## src/rtl/fr_pkg.sv

```systemverilog
package fr_pkg;

    typedef enum logic [1:0] {
        ST_IDLE   = 2'd0,
        ST_RST    = 2'd1,
        ST_SETTLE = 2'd2,
        ST_SCRUB  = 2'd3
    } fr_state_e;

    typedef enum logic [1:0] {
        MD_RST   = 2'd0,
        MD_SCRUB = 2'd1,
        MD_ESC   = 2'd2
    } fr_mode_e;

    typedef enum logic [1:0] {
        CL_NONE  = 2'd0,
        CL_DP    = 2'd1,
        CL_CFG   = 2'd2,
        CL_UNREC = 2'd3
    } fr_class_e;

    localparam int NUM_CLASSES = 3;

    typedef struct packed {
        fr_state_e st;
        logic      second;
        fr_mode_e  mode;
        logic      slow;
        logic      evt;
        fr_class_e cls;
        logic      fault;
    } fr_ctl_t;

    function automatic fr_mode_e decode_mode(input logic [1:0] raw);
        case (raw)
            2'd0:    return MD_RST;
            2'd1:    return MD_SCRUB;
            default: return MD_ESC;
        endcase
    endfunction

endpackage

```

## src/rtl/fr_cycle_timer.sv

```systemverilog
module fr_cycle_timer #(
    parameter int W = 8
) (
    input  logic         clk,
    input  logic         rst_n,
    input  logic         clr,
    input  logic [W-1:0] limit,
    output logic         done
);
    localparam logic [W-1:0] ONE = W'(1);

    logic [W-1:0] cnt_d, cnt_q;

    always_comb begin
        cnt_d = clr ? '0 : cnt_q + ONE;
    end

    always_ff @(posedge clk) begin
        if (!rst_n) cnt_q <= '0;
        else        cnt_q <= cnt_d;
    end

    assign done = (cnt_q == limit - ONE);

    // the count restarts from zero after every clear
    a_r3_timer_restart: assert property (@(posedge clk) disable iff (!rst_n)
        clr |=> cnt_q == '0);

endmodule

```

## src/rtl/fr_sat_counter.sv

```systemverilog
module fr_sat_counter #(
    parameter int W = 8
) (
    input  logic         clk,
    input  logic         rst_n,
    input  logic         inc,
    output logic [W-1:0] cnt_o
);
    localparam logic [W-1:0] MAXV = {W{1'b1}};

    logic [W-1:0] cnt_d, cnt_q;

    always_comb begin
        cnt_d = cnt_q;
        if (inc && cnt_q != MAXV) cnt_d = cnt_q + W'(1);
    end

    always_ff @(posedge clk) begin
        if (!rst_n) cnt_q <= '0;
        else        cnt_q <= cnt_d;
    end

    assign cnt_o = cnt_q;

    a_r10_no_wrap: assert property (@(posedge clk) disable iff (!rst_n)
        cnt_q == MAXV |=> cnt_q == MAXV);
    a_r10_only_on_event: assert property (@(posedge clk) disable iff (!rst_n)
        !inc |=> $stable(cnt_q));

endmodule

```

## src/rtl/fault_recovery_seq.sv

```systemverilog
module fault_recovery_seq
    import fr_pkg::*;
#(
    parameter int CNT_W       = 8,
    parameter int RST_CYC     = 8,
    parameter int SETTLE_FAST = 24000,
    parameter int SETTLE_SLOW = 2000000
) (
    input  logic             clk,
    input  logic             rst_n,
    input  logic             err_i,
    input  logic             healthy_i,
    input  logic [1:0]       mode_i,
    input  logic             slow_i,
    input  logic             scrub_done_i,
    output logic             gen_rst_o,
    output logic             scrub_req_o,
    output logic             busy_o,
    output logic             evt_valid_o,
    output logic [1:0]       evt_class_o,
    output logic             fault_o,
    output logic [CNT_W-1:0] cnt_dp_o,
    output logic [CNT_W-1:0] cnt_cfg_o,
    output logic [CNT_W-1:0] cnt_unrec_o
);
    localparam int MAX_LIM = (SETTLE_SLOW > SETTLE_FAST) ?
                             ((SETTLE_SLOW > RST_CYC) ? SETTLE_SLOW : RST_CYC) :
                             ((SETTLE_FAST > RST_CYC) ? SETTLE_FAST : RST_CYC);
    localparam int TW = $clog2(MAX_LIM + 1);
    localparam logic [TW-1:0] LIM_RST  = TW'(RST_CYC);
    localparam logic [TW-1:0] LIM_FAST = TW'(SETTLE_FAST);
    localparam logic [TW-1:0] LIM_SLOW = TW'(SETTLE_SLOW);

    fr_ctl_t ctl_d, ctl_q;
    logic          tmr_clr, tmr_done;
    logic [TW-1:0] tmr_limit;
    logic [NUM_CLASSES-1:0]  cls_inc;
    logic [CNT_W-1:0]        cls_cnt [NUM_CLASSES];

    // ---------------- next-state logic ----------------
    always_comb begin
        ctl_d     = ctl_q;
        ctl_d.evt = 1'b0;
        unique case (ctl_q.st)
            ST_IDLE: begin
                if (err_i) begin
                    ctl_d.mode   = decode_mode(mode_i);
                    ctl_d.slow   = slow_i;
                    ctl_d.second = 1'b0;
                    ctl_d.st     = (decode_mode(mode_i) == MD_SCRUB) ? ST_SCRUB : ST_RST;
                end
            end
            ST_RST: begin
                if (tmr_done) ctl_d.st = ST_SETTLE;
            end
            ST_SETTLE: begin
                if (tmr_done) begin
                    if (healthy_i) begin
                        ctl_d.st  = ST_IDLE;
                        ctl_d.evt = 1'b1;
                        ctl_d.cls = ctl_q.second ? CL_CFG : CL_DP;
                    end else if (ctl_q.mode == MD_ESC && !ctl_q.second) begin
                        ctl_d.st = ST_SCRUB;
                    end else begin
                        ctl_d.st    = ST_IDLE;
                        ctl_d.evt   = 1'b1;
                        ctl_d.cls   = CL_UNREC;
                        ctl_d.fault = 1'b1;
                    end
                end
            end
            ST_SCRUB: begin
                if (scrub_done_i) begin
                    if (ctl_q.mode == MD_SCRUB) begin
                        ctl_d.st    = ST_IDLE;
                        ctl_d.evt   = 1'b1;
                        ctl_d.cls   = healthy_i ? CL_CFG : CL_UNREC;
                        ctl_d.fault = ctl_q.fault | !healthy_i;
                    end else begin
                        ctl_d.second = 1'b1;
                        ctl_d.st     = ST_RST;
                    end
                end
            end
            default: ctl_d.st = ST_IDLE;
        endcase
    end

    always_ff @(posedge clk) begin
        if (!rst_n) begin
            ctl_q <= '{st: ST_IDLE, second: 1'b0, mode: MD_RST, slow: 1'b0,
                       evt: 1'b0, cls: CL_NONE, fault: 1'b0};
        end else begin
            ctl_q <= ctl_d;
        end
    end

    // ---------------- step timer ----------------
    always_comb begin
        tmr_clr   = (ctl_d.st != ctl_q.st);
        tmr_limit = (ctl_q.st == ST_RST) ? LIM_RST : (ctl_q.slow ? LIM_SLOW : LIM_FAST);
    end

    fr_cycle_timer #(.W(TW)) u_timer (
        .clk   (clk),
        .rst_n (rst_n),
        .clr   (tmr_clr),
        .limit (tmr_limit),
        .done  (tmr_done)
    );

    // ---------------- per-class counters ----------------
    for (genvar gi = 0; gi < NUM_CLASSES; gi++) begin : g_cls
        assign cls_inc[gi] = ctl_d.evt && (ctl_d.cls == fr_class_e'(gi + 1));
        fr_sat_counter #(.W(CNT_W)) u_cnt (
            .clk   (clk),
            .rst_n (rst_n),
            .inc   (cls_inc[gi]),
            .cnt_o (cls_cnt[gi])
        );
    end

    // ---------------- outputs ----------------
    assign gen_rst_o   = (ctl_q.st == ST_RST);
    assign scrub_req_o = (ctl_q.st == ST_SCRUB);
    assign busy_o      = (ctl_q.st != ST_IDLE);
    assign evt_valid_o = ctl_q.evt;
    assign evt_class_o = ctl_q.cls;
    assign fault_o     = ctl_q.fault;
    assign cnt_dp_o    = cls_cnt[0];
    assign cnt_cfg_o   = cls_cnt[1];
    assign cnt_unrec_o = cls_cnt[2];

    // ---------------- assertions ----------------
    a_r11_rst_scrub_exclusive: assert property (@(posedge clk) disable iff (!rst_n)
        !(gen_rst_o && scrub_req_o));
    a_r10_single_pulse: assert property (@(posedge clk) disable iff (!rst_n)
        evt_valid_o |=> !evt_valid_o);
    a_r10_class_valid: assert property (@(posedge clk) disable iff (!rst_n)
        evt_valid_o |-> (evt_class_o != 2'd0 && !busy_o));
    a_r7_fault_sticky: assert property (@(posedge clk) disable iff (!rst_n)
        fault_o |=> fault_o);
    a_r3_min_pulse: assert property (@(posedge clk) disable iff (!rst_n)
        $rose(gen_rst_o) |=> gen_rst_o);
    a_r2_busy_ignores_err: assert property (@(posedge clk) disable iff (!rst_n)
        (busy_o && !evt_valid_o && $past(busy_o)) |-> $stable(fault_o) || evt_valid_o);
    a_r9_scrub_held: assert property (@(posedge clk) disable iff (!rst_n)
        (scrub_req_o && !scrub_done_i) |=> scrub_req_o);

endmodule

```

## config.mk

```make
export PLATFORM = sky130hd
export DESIGN_NAME = fault_recovery_seq
export DESIGN_NICKNAME = d
export VERILOG_FILES = /design/src/rtl/fr_pkg.sv /design/src/rtl/fr_cycle_timer.sv /design/src/rtl/fr_sat_counter.sv /design/src/rtl/fault_recovery_seq.sv
export SDC_FILE = /design/constraint.sdc
export NUM_CORES = 1
export LEC_CHECK = 0
export BUFFER_PORTS_ARGS = -buffer_cell sky130_fd_sc_hd__buf_2
export CAP_MARGIN = 20
export CORE_ASPECT_RATIO = 0.7
export CORE_MARGIN = 2
export CORE_UTILIZATION = 25
export CTS_CLUSTER_SIZE = 14
export DETAILED_ROUTE_END_ITERATION = 12
export PLACE_DENSITY = 0.37
export SETUP_SLACK_MARGIN = 0.4
export SLEW_MARGIN = 20
export SYNTH_ARGS = -nofsm -noshare
export SYNTH_HDL_FRONTEND = slang
export SYNTH_SLANG_ARGS = --single-unit
```

## constraint.sdc

```tcl
create_clock -name clk -period 3.9 [get_ports clk]
set_input_delay 0.195 -clock clk [delete_from_list [all_inputs] [get_ports clk]]
set_output_delay 0.195 -clock clk [all_outputs]
set_load 0.05 [all_outputs]
```

Yosys cells after proc, flatten, opt, wreduce, memory -nomap -nowiden
Cells that the tools add are included.

$add $sub $neg: 5. Bitwise gates (word level): 2. Shift-type cells: 0. Multiply operators: 0. Divide/modulo/power cells: 0. Magnitude comparators: 0. Mux-type cells: 25. Reductions and logical operators: 18. Eq/ne operators: 22.

Operators by type and width (count): $mux W21 (2); $add A8 B1 Y8 const B (3); $ne A8 B8 Y1 const B (3); $add A21 B1 Y21 const B (1); $eq A21 B21 Y1 (1); $sub A21 B1 Y21 const B (1); $mux W2 (8); $mux W4 (4); $ne A2 B2 Y1 const B (6); $eq A2 B1 Y1 const B (5); $eq A2 B2 Y1 const B (5); $pmux W2 S4 (1); $pmux W4 S2 (1); $logic_and A1 B1 Y1 (7); $mux W3 (2); $mux W6 (1); $reduce_and A6 Y1 (1); $reduce_bool A2 Y1 (3); $logic_not A2 Y1 (2); $mux W1 (4); $pmux W2 S2 (1); $reduce_and A4 Y1 (1); $logic_not A1 Y1 (2); $ne A2 B1 Y1 const B (1); 6 further kinds (6).

Latch bits: 0. Bits in read-only memories: 0. RAM bits: 0. Input port bits: 8. Memories kept: 0. Logic and storage cells: 83. Flip-flop bits (word level): 55. Output and inout bits: 31.

Depth between registers and ports, before layout
Depth after elaboration: 10. Gate-level depth with buffers: 10. Gate-level depth less buffers: 8.

Cells and area by module
From an unflattened synthesis, not the netlist that was laid out.

Cell total of the unflattened synthesis: 432. Area total of the unflattened synthesis: 3545.9 um^2.

By module, submodules not included: fr_cycle_timer (sequential area each 420.4 um^2, times used 1, cells an instance 215, area each 1669.1 um^2); fr_sat_counter (sequential area each 160.2 um^2, times used 3, cells an instance 47, area each 404.1 um^2); fault_recovery_seq (sequential area each 200.2 um^2, times used 1, cells an instance 76, area each 664.4 um^2).

Worst setup path after synthesis
No wires, ideal clock.

Path type: register -> register. From: reg ctl_q[9] in the netlist's numbering. To: reg g_cls[2].u_cnt.cnt_q[3]. Arrival time: 2.487 ns. Clock period less this slack: 2.603 ns. Path buffers: 2. Data required time: 3.785 ns. Slack: 1.297 ns. Cell stages (with the launch flop): 10. Library setup time: 0.115 ns. Cell sequence: dfxtp_1 clkbuf_1 and2_1 clkbuf_1 nand2_1 nor2_1 a41oi_2 nor4_4 a21oi_1 a31o_1.

Elaborated cells between the ends (all ways): 11. Those cells by class: add/sub: 1; eq/ne: 5; mux: 3; reduce/logical: 2.

RTL lines: start: declaration (RTL line fault_recovery_seq.sv:34) `fr_ctl_t ctl_d, ctl_q;`; start signal: assignment (RTL line fault_recovery_seq.sv:91) `ctl_q <= '{st: ST_IDLE, second: 1'b0, mode: MD_RST, slow: 1'b0,`; start signal: assignment (RTL line fault_recovery_seq.sv:94) `ctl_q <= ctl_d;`; $eq A2 B2 Y1 *; named net scrub_req_o (RTL line fault_recovery_seq.sv:17) `output logic scrub_req_o,`; $pmux W4 S2 * (RTL line fault_recovery_seq.sv:44) `unique case (ctl_q.st)`; $eq A2 B2 Y1 (RTL line fault_recovery_seq.sv:114) `assign cls_inc[gi] = ctl_d.evt && (ctl_d.cls == fr_class_e'(gi + 1));`; $logic_and A1 B1 Y1 * (RTL line fault_recovery_seq.sv:114); $logic_and A1 B1 Y1 * (RTL line fr_sat_counter.sv:15) `if (inc && cnt_q != MAXV) cnt_d = cnt_q + W'(1);`; end signal: assignment (RTL line fr_sat_counter.sv:20) `else cnt_q <= cnt_d;`; end: declaration (RTL line fr_sat_counter.sv:11) `logic [W-1:0] cnt_d, cnt_q;`.

The timed path passes the listed nets; every way through them passes the cells marked *. The select of a mux whose other input is x is not followed. A chain may end at the register's enable or synchronous reset.

Final worst setup path
From: reg ctl_q[8] in the netlist's numbering. To: reg g_cls[0].u_cnt.cnt_q[7].

Word-level cells in the longest chain between the ends: 9. Elaborated cells between the ends (all ways): 11. Those cells by class: add/sub: 1; eq/ne: 5; mux: 3; reduce/logical: 2.

Ends and longest elaborated chain: $eq A2 B1 Y1 (RTL line fault_recovery_seq.sv:101) `tmr_limit = (ctl_q.st == ST_RST) ? LIM_RST : (ctl_q.slow ? LIM_SLOW : LIM_FAST);`; $mux W21 (RTL line fault_recovery_seq.sv:101); $sub A21 B1 Y21 (RTL line fr_cycle_timer.sv:23) `assign done = (cnt_q == limit - ONE);`; $eq A21 B21 Y1 (RTL line fr_cycle_timer.sv:23); $mux W4 (RTL line fault_recovery_seq.sv:57) `if (tmr_done) begin`; $pmux W4 S2 * (RTL line fault_recovery_seq.sv:44); $eq A2 B1 Y1 (RTL line fault_recovery_seq.sv:114); $logic_and A1 B1 Y1 * (RTL line fault_recovery_seq.sv:114); $logic_and A1 B1 Y1 * (RTL line fr_sat_counter.sv:15); end signal: assignment (RTL line fr_sat_counter.sv:20); end: declaration (RTL line fr_sat_counter.sv:11).

Mark *: on every way between the ends. The rest lies on a longest branch, timed or not. The select of a mux whose other input is x is not followed.

==> results.env <==
CLOCK_POWER_SHARE_PCT=47.1
CLOCK_SINKS=55
SYN_AREA_MM2=0.002910
GRT_REMAINING_OVERFLOW=0
OUTCOME='completed'
TIGHTEST_SLEW_NS=0.8606
REPORT.FINAL.SETUP_VIOL=0
SYNTH-SEQ-AREA-SHARE_PCT=37.83
FINAL.SETUP_SKEW_NS=0.007245
POST_CTS_HOLD_BUFFER_COUNT=0
REMAINING_DRC_ERRORS=0
SHARE_COMB_OF_TOTAL_POWER_PCT=6.7
VIAS=2484
YOSYS_WARNINGS=0
ROUTED_WIRE_LENGTH_UM=7533
FP.DIEAREA_MM2=0.01253
SWITCHING_SHARE_PCT=22.86
DRT_FIRST_ITER_VIOLATIONS=180
TRITONCTS_CLOCK_TREE='done'
GRT_PASS1_VIAS=2355
POWER_PER_CELL_AREA_mW_PER_MM2=364.9
SLEW_VIOL_FINAL=0
PATH_CLASS='register to register'
DIE_WIDTH_UM=133.0
NUM_IO_PINS=39
YOSYSTOPAREACELL='sky130_fd_sc_hd__dfxtp_1'
DP_SLACK_NS=0.9650
NUM_CTS_BUFFERS=5
SETUP_SLACK_NS=0.9507
TOTAL_POWER_mW=1.246
CELL_VARIETY_AFTER_SYNTH=55
P_SW_mW=0.2848
MAX-SLEW-MARGIN-REL_PCT=42.51
HIGHEST_CLOCK_RATE_MHz=339.1
ROUTED_LENGTH_PER_PLACED_INSTANCE_UM=14.05
ANTENNA_LEFT=0
MAXIMUM_CLOCK_INSERTION_BUFFER_COUNT=2
CTS_ROOT_BUFFER='sky130_fd_sc_hd__clkbuf_16'
IR_WORST_VDD_uV=152.7
FP.DIEH_UM=94.27
CP_DATA_ARRIVAL_TIME_NS=3.13
LEAKAGEPOWER_nW=1.230
CRITPATHREQUIREDTIME_NS=4.08
NUMPLACEDINSTANCES=528
MAX_CAP_VIOLATIONS=0
COMMONEST_NON_FILL_NON_TAP_CELL_IN_THE_LAYOUT='sky130_fd_sc_hd__dfxtp_1'
REPORT.FINAL.HOLD_VIOL_COUNT=0
YOSYS.AREA.TOP_TYPE_SHARE_PCT=37.83
PATH_CLK_SLEW_NS=0.08
MIN_PERIOD_OVER_PERIOD_PCT=75.62
FILLCELLCOUNT=1187
HTREE_NUM_LEVELS=2
TIMING.CRITICAL_PATH.TO_TYPE='register'
LAYOUT_CELL_SHARE_WITH_DRIVE_STRENGTH_BEYOND_1_PCT=16.45
GRT_UTIL_ALL_LAYERS_PCT=12.57
SYNTH_NETS=363
MIN_PATH_TYPE='primary input to register'
FIRST_PASS_GRT_WIRE_LENGTH_UM=12450
LAYOUT.CELLS.NON_FILLER=536
P_SEQ_SHARE_PCT=46.3
MOST_USED_CELLS_IN_THE_LAYOUT_EXCLUDING_FILL_AND_TAP_CELLS='sky130_fd_sc_hd__dfxtp_1, sky130_fd_sc_hd__nor2_1, sky130_fd_sc_hd__buf_2, sky130_fd_sc_hd__nand2_1, sky130_fd_sc_hd__nand3_1'
GRT_MAX_DEGREE=27
CORE_MM2=0.01117
CTS.REPAIR_TIMING.SETUP_BUFFER_COUNT=0
CTSRESIZECOUNT=0
CLK_LATENCY_NS=0.30
NETLIST_TOP_CELLS_AREA='sky130_fd_sc_hd__dfxtp_1, sky130_fd_sc_hd__nor2_1, sky130_fd_sc_hd__nand3_1'
FIN_NETS=394
FLOORPLAN.INITIALDENSITY_PCT=26.05
ROWS=32
ANTENNADIODECOUNT=0
FINALWORSTPATHREQUIREDPERIOD_NS=2.949
GP_ROUTABILITY_CONGESTION=0.7305
SETUP_TOTAL_NEGATIVE_SLACK_NS=0
POSTSYNTH.TOPFLOPCELL='sky130_fd_sc_hd__dfxtp_1'
AREAGROWTHSYNTHTOFINISH_PCT=17.33
SYNTH_EDF_COUNT=0
SETUP_REPAIR_AFTER_GLOBAL_ROUTING_MISSED_ITS_MARGIN='no'
NUMBER_OF_BUFFERS_INSERTED_BY_PORT_BUFFERING=38
DR.PASS1.ITERS=4
POST_DRT_VIA_CELL_RATIO=4.634
SYNTH-SEQ-CELLS=55
CRITICAL_PATH.STARTPOINT_TYPE='register'
GRT_ANTENNA_BEFORE_REPAIR=0
INTERNAL-POWER_mW=0.9612
POST_SYNTH.CELL_AREA_AVG_UM2=8.291
POST_SYNTH_INST_COUNT=351
PATH_MAX_FANOUT=14
PLACE.DETAILED.HPWL_UM=5524
SYNTH-ASYNC-RESET-RATIO_PCT=0
sequential cells by signal, indices dropped and copies added, names as in the netlist:
signal             flops
evt_valid_o            1
ctl_q                  6
u_timer.cnt_q         21
g_cls.u_cnt.cnt_o     24
fault_o                1
evt_class_o            2
layer usage:
| metal | vias to the layer above | share of wire [%] | wire (um) | global-route usage, % |
|---|---|---|---|---|
| li1 | 1309 | - | - | - |
| met1 | 1137 | 59 | 4424 | 20.04 |
| met2 | 33 | 37 | 2790 | 16.11 |
| met3 | 5 | 3.3 | 245 | 2.805 |
| met4 | 0 | 0.97 | 73 | 3.584 |
| met5 | - | 0 | 0 | 0 |
cell usage after synthesis, drive strengths merged (6+ instances only):
cell type  count
inv            7
nor4           9
mux2i          9
dfxtp         55
o21ai         13
a21oi         18
xnor2          9
buf            8
and3          11
o31ai          6
nor2          51
nand2b        10
clkbuf         7
nand4          8
xor2          12
or4            8
nand3         24
nand2         30
cells by family (layout without fill, tap and decap cells):
family	after synthesis	count (layout)	synth area share, %
AO/OA/AOI/OAI	61	61	14.19
XOR/XNOR	21	21	6.320
adder cells (fa/ha/maj)	4	4	1.720
buffers and inverters	23	55	3.697
flip-flops	55	55	37.83
multiplexers	9	9	3.096
AND/OR/NAND/NOR	178	178	33.15
stage by stage:
stage / hold WS [ns] / utilization (%) / cell area (um2)
after global placement: 0.4354 / 28.84 / 3222
after CTS: 0.1266 / 30.57 / 3415
after global routing: 0.1646 / 30.57 / 3415
after floorplan: 0.3422 / - / 2910
after detailed placement: 0.4408 / 28.84 / 3222
final: 0.1341 / 30.57 / 3415
power by group through the flow:
stage	Sequential (mW)	Clock, mW	Combinational (mW)
3_5_place_dp	0.590	0	0.0840
5_1_grt	0.578	0.634	0.0928
4_1_cts	0.576	0.611	0.0843
2_1_floorplan	0.585	0	0.0673
3_3_place_gp	0.589	0	0.0842
6_report	0.576	0.586	0.0832
critical path, cell delays in order (launching register included):
cell and delay, ns:
sky130_fd_sc_hd__dfxtp_1 0.59, sky130_fd_sc_hd__nand2b_2 0.18, sky130_fd_sc_hd__or4_1 0.45, sky130_fd_sc_hd__a22oi_1 0.40
sky130_fd_sc_hd__nand4_1 0.16, sky130_fd_sc_hd__a21boi_1 0.72, sky130_fd_sc_hd__nor4_1 0.18, sky130_fd_sc_hd__mux2i_1 0.16
path summary, 6_finish.rpt:
path / start / to / slack (ns) / cells past startpoint
max: ctl_q[8] / g_cls[0].u_cnt.cnt_o[7] / 0.95 / 7
min: slow_i / ctl_q[4] / 0.13 / 3
max reg2reg: ctl_q[8] / g_cls[0].u_cnt.cnt_o[7] / 0.95 / 7
min reg2reg: u_timer.cnt_q[0] / u_timer.cnt_q[0] / 0.45 / 1
area by class of cell:
type	instances	area [um2]	area share [%]
Inverter	8	30.03	0.8794
Clock buffer	5	125.1	3.664
Timing Repair Buffer	39	197.7	5.790
Tap cell	153	191.4	5.606
Multi-Input combinational cell	273	1702	49.84
Clock inverter	3	67.56	1.979
Sequential cell	55	1101	32.25
No activity file was read; power rests on OpenSTA's default activity.
